<file path="src/rtl/pad_pkg.sv">
package pad_pkg;
    localparam int IDX_W = 4;

    typedef enum logic [1:0] {
        ST_DIGITAL = 2'd0,
        ST_ANALOG  = 2'd1,
        ST_CONFIG  = 2'd2
    } pad_mode_e;

    localparam logic [7:0] BYTE_START  = 8'h01;
    localparam logic [7:0] BYTE_MARK   = 8'h5A;
    localparam logic [7:0] BYTE_FILL   = 8'hFF;
    localparam logic [7:0] BYTE_MODEL  = 8'h03;
    localparam logic [7:0] OP_POLL     = 8'h42;
    localparam logic [7:0] OP_CFG      = 8'h43;
    localparam logic [7:0] OP_SETMODE  = 8'h44;
    localparam logic [7:0] OP_QUERY    = 8'h45;
    localparam logic [7:0] OP_MAP      = 8'h4D;
    localparam logic [7:0] ID_DIGITAL  = 8'h41;
    localparam logic [7:0] ID_ANALOG   = 8'h73;
    localparam logic [7:0] ID_CONFIG   = 8'hF3;
    localparam logic [IDX_W-1:0] LEN_SHORT = 4'd5;
    localparam logic [IDX_W-1:0] LEN_LONG  = 4'd9;

    function automatic logic [IDX_W-1:0] frame_len(input pad_mode_e m);
        return (m == ST_DIGITAL) ? LEN_SHORT : LEN_LONG;
    endfunction

    function automatic logic [7:0] ident(input pad_mode_e m);
        unique case (m)
            ST_DIGITAL: return ID_DIGITAL;
            ST_ANALOG:  return ID_ANALOG;
            default:    return ID_CONFIG;
        endcase
    endfunction
endpackage

</file>
<file path="src/rtl/pad_serial_link.sv">
module pad_serial_link
    import pad_pkg::*;
#(
    parameter int SYNC_DEPTH = 2
) (
    input  logic             clk,
    input  logic             rst_n,
    input  logic             sel_n_in,
    input  logic             sclk_in,
    input  logic             cmd_in,
    input  logic [7:0]       reply_byte,
    output logic             dat_out,
    output logic             sel_s,
    output logic [IDX_W-1:0] byte_idx,
    output logic [IDX_W-1:0] done_idx,
    output logic             byte_done,
    output logic [7:0]       rx_byte,
    output logic             frame_end
);
    localparam logic [IDX_W-1:0] IDX_MAX = '1;

    logic [SYNC_DEPTH-1:0] sel_sr, sclk_sr, cmd_sr;
    logic sclk_s, cmd_s, sclk_p, sel_p;
    logic [2:0] bit_cnt;
    logic [7:0] tx_sh;
    logic fall, rise;

    assign sel_s  = sel_sr[SYNC_DEPTH-1];
    assign sclk_s = sclk_sr[SYNC_DEPTH-1];
    assign cmd_s  = cmd_sr[SYNC_DEPTH-1];
    assign fall   = sclk_p & ~sclk_s;
    assign rise   = ~sclk_p & sclk_s;
    assign frame_end = sel_s & ~sel_p;

    always_ff @(posedge clk or negedge rst_n) begin
        if (!rst_n) begin
            sel_sr  <= '1;
            sclk_sr <= '1;
            cmd_sr  <= '1;
        end else begin
            sel_sr  <= {sel_sr[SYNC_DEPTH-2:0], sel_n_in};
            sclk_sr <= {sclk_sr[SYNC_DEPTH-2:0], sclk_in};
            cmd_sr  <= {cmd_sr[SYNC_DEPTH-2:0], cmd_in};
        end
    end

    always_ff @(posedge clk or negedge rst_n) begin
        if (!rst_n) begin
            sclk_p    <= 1'b1;
            sel_p     <= 1'b1;
            bit_cnt   <= '0;
            byte_idx  <= '0;
            done_idx  <= '0;
            byte_done <= 1'b0;
            rx_byte   <= '0;
            tx_sh     <= '1;
            dat_out   <= 1'b1;
        end else begin
            sclk_p    <= sclk_s;
            sel_p     <= sel_s;
            byte_done <= 1'b0;
            if (sel_s) begin
                bit_cnt  <= '0;
                byte_idx <= '0;
                dat_out  <= 1'b1;
            end else begin
                if (fall) begin
                    if (bit_cnt == 3'd0) begin
                        dat_out <= reply_byte[0];
                        tx_sh   <= {1'b1, reply_byte[7:1]};
                    end else begin
                        dat_out <= tx_sh[0];
                        tx_sh   <= {1'b1, tx_sh[7:1]};
                    end
                end
                if (rise) begin
                    rx_byte <= {cmd_s, rx_byte[7:1]};
                    if (bit_cnt == 3'd7) begin
                        bit_cnt   <= '0;
                        byte_done <= 1'b1;
                        done_idx  <= byte_idx;
                        if (byte_idx != IDX_MAX)
                            byte_idx <= byte_idx + 1'b1;
                    end else begin
                        bit_cnt <= bit_cnt + 1'b1;
                    end
                end
            end
        end
    end
endmodule

</file>
<file path="src/rtl/pad_mode_fsm.sv">
module pad_mode_fsm
    import pad_pkg::*;
(
    input  logic             clk,
    input  logic             rst_n,
    input  logic             byte_done,
    input  logic [IDX_W-1:0] done_idx,
    input  logic [7:0]       rx_byte,
    input  logic             frame_end,
    input  logic [IDX_W-1:0] end_idx,
    output pad_mode_e        mode,
    output logic             base_analog,
    output logic             locked,
    output logic [7:0]       map0,
    output logic [7:0]       map1,
    output logic [7:0]       cmd_q,
    output logic             addressed,
    output logic             motor_small,
    output logic [7:0]       motor_large
);
    logic [7:0] arg0, arg1;
    logic commit, map_en;
    pad_mode_e mode_nx;

    assign commit = frame_end && addressed && (end_idx >= frame_len(mode));
    assign map_en = (map0 == 8'h00) && (map1 == 8'h01);

    always_ff @(posedge clk or negedge rst_n) begin
        if (!rst_n) mode <= ST_DIGITAL;
        else        mode <= mode_nx;
    end

    always_comb begin
        mode_nx = mode;
        unique case (mode)
            ST_DIGITAL, ST_ANALOG: begin
                if (commit && cmd_q == OP_CFG && arg0 == 8'h01)
                    mode_nx = ST_CONFIG;
            end
            ST_CONFIG: begin
                if (commit && cmd_q == OP_CFG && arg0 == 8'h00)
                    mode_nx = base_analog ? ST_ANALOG : ST_DIGITAL;
            end
            default: mode_nx = ST_DIGITAL;
        endcase
    end

    always_ff @(posedge clk or negedge rst_n) begin
        if (!rst_n) begin
            base_analog <= 1'b0;
            locked      <= 1'b0;
            map0        <= 8'hFF;
            map1        <= 8'hFF;
            cmd_q       <= 8'h00;
            arg0        <= 8'h00;
            arg1        <= 8'h00;
            addressed   <= 1'b0;
            motor_small <= 1'b0;
            motor_large <= 8'h00;
        end else begin
            if (byte_done) begin
                unique case (done_idx)
                    4'd0:    addressed <= (rx_byte == BYTE_START);
                    4'd1:    cmd_q <= rx_byte;
                    4'd3:    arg0 <= rx_byte;
                    4'd4:    arg1 <= rx_byte;
                    default: ;
                endcase
            end
            if (frame_end) addressed <= 1'b0;
            if (commit) begin
                if (cmd_q == OP_POLL) begin
                    motor_small <= map_en && (arg0 == 8'h01);
                    motor_large <= map_en ? arg1 : 8'h00;
                end
                if (mode == ST_CONFIG && cmd_q == OP_SETMODE) begin
                    base_analog <= (arg0 == 8'h01);
                    locked      <= (arg1 == 8'h03);
                end
                if (mode == ST_CONFIG && cmd_q == OP_MAP) begin
                    map0 <= arg0;
                    map1 <= arg1;
                end
            end
        end
    end
endmodule

</file>
<file path="src/rtl/pad_reply_mux.sv">
module pad_reply_mux
    import pad_pkg::*;
(
    input  pad_mode_e        mode,
    input  logic             base_analog,
    input  logic             locked,
    input  logic [7:0]       map0,
    input  logic [7:0]       map1,
    input  logic [7:0]       cmd_q,
    input  logic             addressed,
    input  logic [IDX_W-1:0] byte_idx,
    input  logic [15:0]      buttons,
    input  logic [31:0]      stick,
    output logic [7:0]       reply_byte
);
    logic cfg;
    logic [IDX_W-1:0] rel;

    assign cfg = (mode == ST_CONFIG);
    assign rel = byte_idx - 4'd5;

    always_comb begin
        reply_byte = BYTE_FILL;
        if (byte_idx == 4'd0 || !addressed || byte_idx >= frame_len(mode)) begin
            reply_byte = BYTE_FILL;
        end else if (byte_idx == 4'd1) begin
            reply_byte = ident(mode);
        end else if (byte_idx == 4'd2) begin
            reply_byte = BYTE_MARK;
        end else if (cfg && (cmd_q == OP_CFG || cmd_q == OP_SETMODE)) begin
            reply_byte = 8'h00;
        end else if (cfg && cmd_q == OP_QUERY) begin
            unique case (byte_idx)
                4'd3:    reply_byte = BYTE_MODEL;
                4'd4:    reply_byte = 8'h02;
                4'd5:    reply_byte = {7'd0, base_analog};
                4'd6:    reply_byte = {7'd0, locked};
                4'd7:    reply_byte = 8'h01;
                default: reply_byte = 8'h00;
            endcase
        end else if (cfg && cmd_q == OP_MAP) begin
            if (byte_idx == 4'd3)      reply_byte = map0;
            else if (byte_idx == 4'd4) reply_byte = map1;
            else                       reply_byte = BYTE_FILL;
        end else begin
            if (byte_idx == 4'd3)      reply_byte = buttons[7:0];
            else if (byte_idx == 4'd4) reply_byte = buttons[15:8];
            else                       reply_byte = stick[{rel[1:0], 3'b000} +: 8];
        end
    end
endmodule

</file>
<file path="src/rtl/pad_responder.sv">
module pad_responder
    import pad_pkg::*;
#(
    parameter int SYNC_DEPTH = 2
) (
    input  logic        clk,
    input  logic        rst_n,
    input  logic        pad_sel_n,
    input  logic        pad_sclk,
    input  logic        pad_cmd,
    output logic        pad_dat,
    input  logic [15:0] buttons,
    input  logic [31:0] stick,
    output logic        motor_small,
    output logic [7:0]  motor_large
);
    logic             sel_s, byte_done, frame_end, addressed;
    logic             base_analog, locked;
    logic [IDX_W-1:0] byte_idx, done_idx;
    logic [7:0]       rx_byte, reply_byte, map0, map1, cmd_q;
    pad_mode_e        mode;

    pad_serial_link #(.SYNC_DEPTH(SYNC_DEPTH)) u_link (
        .clk(clk), .rst_n(rst_n),
        .sel_n_in(pad_sel_n), .sclk_in(pad_sclk), .cmd_in(pad_cmd),
        .reply_byte(reply_byte), .dat_out(pad_dat), .sel_s(sel_s),
        .byte_idx(byte_idx), .done_idx(done_idx), .byte_done(byte_done),
        .rx_byte(rx_byte), .frame_end(frame_end)
    );

    pad_mode_fsm u_fsm (
        .clk(clk), .rst_n(rst_n),
        .byte_done(byte_done), .done_idx(done_idx), .rx_byte(rx_byte),
        .frame_end(frame_end), .end_idx(byte_idx),
        .mode(mode), .base_analog(base_analog), .locked(locked),
        .map0(map0), .map1(map1), .cmd_q(cmd_q), .addressed(addressed),
        .motor_small(motor_small), .motor_large(motor_large)
    );

    pad_reply_mux u_mux (
        .mode(mode), .base_analog(base_analog), .locked(locked),
        .map0(map0), .map1(map1), .cmd_q(cmd_q), .addressed(addressed),
        .byte_idx(byte_idx), .buttons(buttons), .stick(stick),
        .reply_byte(reply_byte)
    );
endmodule

</file>
<file path="config.mk">
export PLATFORM = sky130hd
export DESIGN_NAME = pad_responder
export DESIGN_NICKNAME = d
export VERILOG_FILES = /design/src/rtl/pad_pkg.sv /design/src/rtl/pad_serial_link.sv /design/src/rtl/pad_mode_fsm.sv /design/src/rtl/pad_reply_mux.sv /design/src/rtl/pad_responder.sv
export SDC_FILE = /design/constraint.sdc
export NUM_CORES = 1
export LEC_CHECK = 0
export ABC_AREA = 1
export CAP_MARGIN = 15
export CORE_ASPECT_RATIO = 1.1
export CORE_MARGIN = 5
export CORE_UTILIZATION = 50
export DETAILED_ROUTE_END_ITERATION = 16
export PLACE_DENSITY_LB_ADDON = 0.12
export SLEW_MARGIN = 20
export SYNTH_ARGS = -nofsm -noshare
export SYNTH_HDL_FRONTEND = slang
export SYNTH_SLANG_ARGS = --single-unit
</file>
<file path="constraint.sdc">
create_clock -name clk -period 2.5 [get_ports clk]
set_input_delay 0.5 -clock clk [delete_from_list [all_inputs] [get_ports clk]]
set_output_delay 0.5 -clock clk [all_outputs]
set_load 0.03 [all_outputs]
</file>
==> results.json <==
{
  "status": "finished clean",
  "syn_avg_cell_area_um2": 7.87,
  "firstDrtPassIters": 4,
  "critPathArrivalTime_ps": 1550,
  "fin_crit_ps": 2050,
  "vias": 4165,
  "tns_ps": 0,
  "cts_max_level": 3,
  "worst_slew_pin_slew_ps": 570,
  "syn_nets": 677,
  "critical_path.startpoint_type": "flip-flop",
  "critPathMaxStageDelay_ps": 660,
  "detail-route-antenna-nets": 0,
  "worstSetupPathType": "reg -> out",
  "hold_path_class": "in -> async",
  "holdBufCountCts": 0,
  "nets": 737,
  "synth_fa_ha_area_share_pct": 2.33,
  "drc": 0,
  "area_growth_pct": 18.2,
  "grt_pass1_wl_um": 20200,
  "cp_max_fo": 2,
  "floorplan.initialDensity_pct": 51.5,
  "async_flop_share_pct": 100,
  "dieWidth_um": 104,
  "core.rowCount": 37,
  "die_h_um": 113,
  "rsz0062_at_grt": "no",
  "vias_per_cell": 5.23,
  "synthXorXnorAreaFrac_pct": 0,
  "ys_seq_area_share_pct": 47.3,
  "drv_cap": 0,
  "cts_post_setup_buffers_inserted": 0,
  "synthesis.area_mm2": 0.00484,
  "slew_viol_final": 0,
  "worstPathRequired_ps": 2000,
  "cts_resized": 0,
  "drive_above_1_share_pct": 12.5,
  "cts_tree": "done",
  "relSlewSlack_pct": 61.9,
  "numCtsBuffers": 9,
  "finalSetupViolCount": 0,
  "power.density_mw_per_mm2": 527,
  "cp-end-kind": "primary output",
  "critPathTopFamily": "buffers and inverters",
  "finClkSkew_ps": 12.4,
  "yosys.cell_types.count": 35,
  "track_usage_pct": 20.9,
  "clkSlewWorstSetupHoldPaths_ps": 80,
  "core-area_mm2": 0.00940,
  "finalCritPeriodShare_pct": 82.2,
  "boundaryPins": 63,
  "synth_top_family_by_area": "simple AND/OR/NAND/NOR gates",
  "synth_compound_area_share_pct": 12.6,
  "synth_cells": 615,
  "grt_overflow": 0,
  "grt_max_degree": 91,
  "fmax_mhz": 487,
  "vdd_drop_max_uv": 324,
  "clkLatencyLatePin_ps": 360,
  "clockBufferDepth": 2,
  "synth_flop_cell": "dfrtp_1",
  "gp_congestion": 0.853,
  "ys_ff_latch": 90,
  "crit_chain": "clkdlybuf4s50_1",
  "place_hpwl_um": 8860,
  "wirelength_um": 11700,
  "antenna_cells": 0,
  "final_core_util_pct": 60.9,
  "synth_warnings": 0,
  "slowest_stage": "clkdlybuf4s50_1",
  "drt-wirelength-per-cell_um": 14.7,
  "clock_sinks": 90,
  "drtIter0Drc": 273,
  "portBuffers": 62,
  "hold_viol": 0,
  "grt_antenna_before_repair": 0,
  "synthMuxAreaShare_pct": 1.55,
  "critPathBufInv": 1,
  "synth_edf_count": 0,
  "dieArea_mm2": 0.0118,
  "p_leak_nw": 2.54,
  "yosys.area_share.simple_pct": 28.0,
  "grt_pass1_vias": 4149,
  "cts_root_buffer": "clkbuf_8"
}
-- report_power, final --
| part | internal, W | switching (W) |
|---|---|---|
| combinational | 0.000193 | 0.000273 |
| sequential | 0.00154 | 0.0000408 |
| clock | 0.000470 | 0.000500 |
| total | 0.00220 | 0.000814 |
-- Yosys cell counts, types with 4 or more instances --
master,instances,area share (%)
nand2_1,177,14
inv_1,60,4.7
dfrtp_1,58,30
nor2_1,55,4.3
o21ai_0,53,5.5
o21ai_1,33,3.4
dfstp_2,32,17
nand3_1,32,3.3
a21oi_1,16,1.7
inv_2,11,0.85
ha_1,9,2.3
nor3_1,9,0.93
nand4_1,8,1.0
clkbuf_1,6,0.47
o31ai_1,6,0.93
buf_6,5,1.2
mux2_4,5,1.6
nor4_1,5,0.65
o211ai_1,5,0.78
buf_2,4,0.41
nor2_2,4,0.52
-- per-layer routing --
metal,share of wire (%),global-route usage [%],vias up
li1,-,-,2107
met3,4.9,3.94,15
met1,48,28.6,1939
met5,0,0,-
met2,46,33.6,104
met4,1.9,6.91,0
-- flip-flops by register name (all words and copies together) (netlist names) --
register           cells
u_link.dat_out         1
u_link.sclk_sr         2
u_link.byte_done       1
u_link.tx_sh           7
u_fsm.map0             8
u_link.sel_p           1
u_link.byte_idx        4
u_fsm.motor_large      8
u_fsm.arg0             8
u_link.bit_cnt         3
u_fsm.mode             2
u_link.sel_sr          2
u_fsm.base_analog      1
u_fsm.map1             8
u_fsm.locked           1
u_link.cmd_sr          2
u_fsm.motor_small      1
u_link.sclk_p          1
u_link.rx_byte         8
u_fsm.addressed        1
u_link.done_idx        4
u_fsm.cmd_q            8
u_fsm.arg1             8
-- kinds of logic (layout without fill, tap and decap cells) --
logic type / after synthesis / after routing
adders and majority gates: 9 / 9
DFF: 90 / 90
AOI/OAI and AO/OA: 115 / 115
buffers and inverters: 91 / 156
and+or+nand+nor: 305 / 305
muxes: 5 / 5
-- cell type report --
class | count | area (um2)
fill | 856 | 3680
sequential | 90 | 2290
multi-input combinational | 434 | 2150
timing repair buffer | 67 | 668
inverter | 73 | 277
tap | 117 | 146
clock buffer | 13 | 139
clock inverter | 3 | 47.5
-- worst paths after layout --
path	slack (ps)	from	to	depth (start not counted)
setup reg to reg	470	u_link.byte_idx[2]	u_link.tx_sh[0]	9
setup / recovery	450	u_link.dat_out	pad_dat	1
min in group clk	360	u_link.cmd_sr[0]	u_link.cmd_sr[1]	0
hold reg to reg	360	u_link.cmd_sr[0]	u_link.cmd_sr[1]	0
max in group asynchronous	1930	rst_n	u_link.tx_sh[4]	2
hold / removal	160	rst_n	u_fsm.cmd_q[6]	2
-- layout by cell type, fill, tap and decap left out, drive strengths merged, types with 13 or more instances in the layout --
cell type	count
nor2	61
inv	72
nand3	34
clkdlybuf4s50	61
o21ai	86
dfstp	32
dfrtp	58
a21oi	16
nand2	182
clkbuf	13
-- per-stage QoR --
| stage | area, um2 | hold slack [ps] | setup slack [ps] | power [W] | cells |
|---|---|---|---|---|---|
| CTS | 5720 | 183 | 428 | 0.00305 | 797 |
| floorplan | 4840 | 204 | 483 | 0.00186 | 615 |
| finish | 5720 | 155 | 445 | 0.00301 | 797 |
| global route | 5720 | 194 | 259 | 0.00318 | 797 |
| global placement | 5540 | 346 | 581 | 0.00206 | 781 |
| detailed placement | 5540 | 348 | 482 | 0.00207 | 781 |
Power figures use the tool's default switching activity.
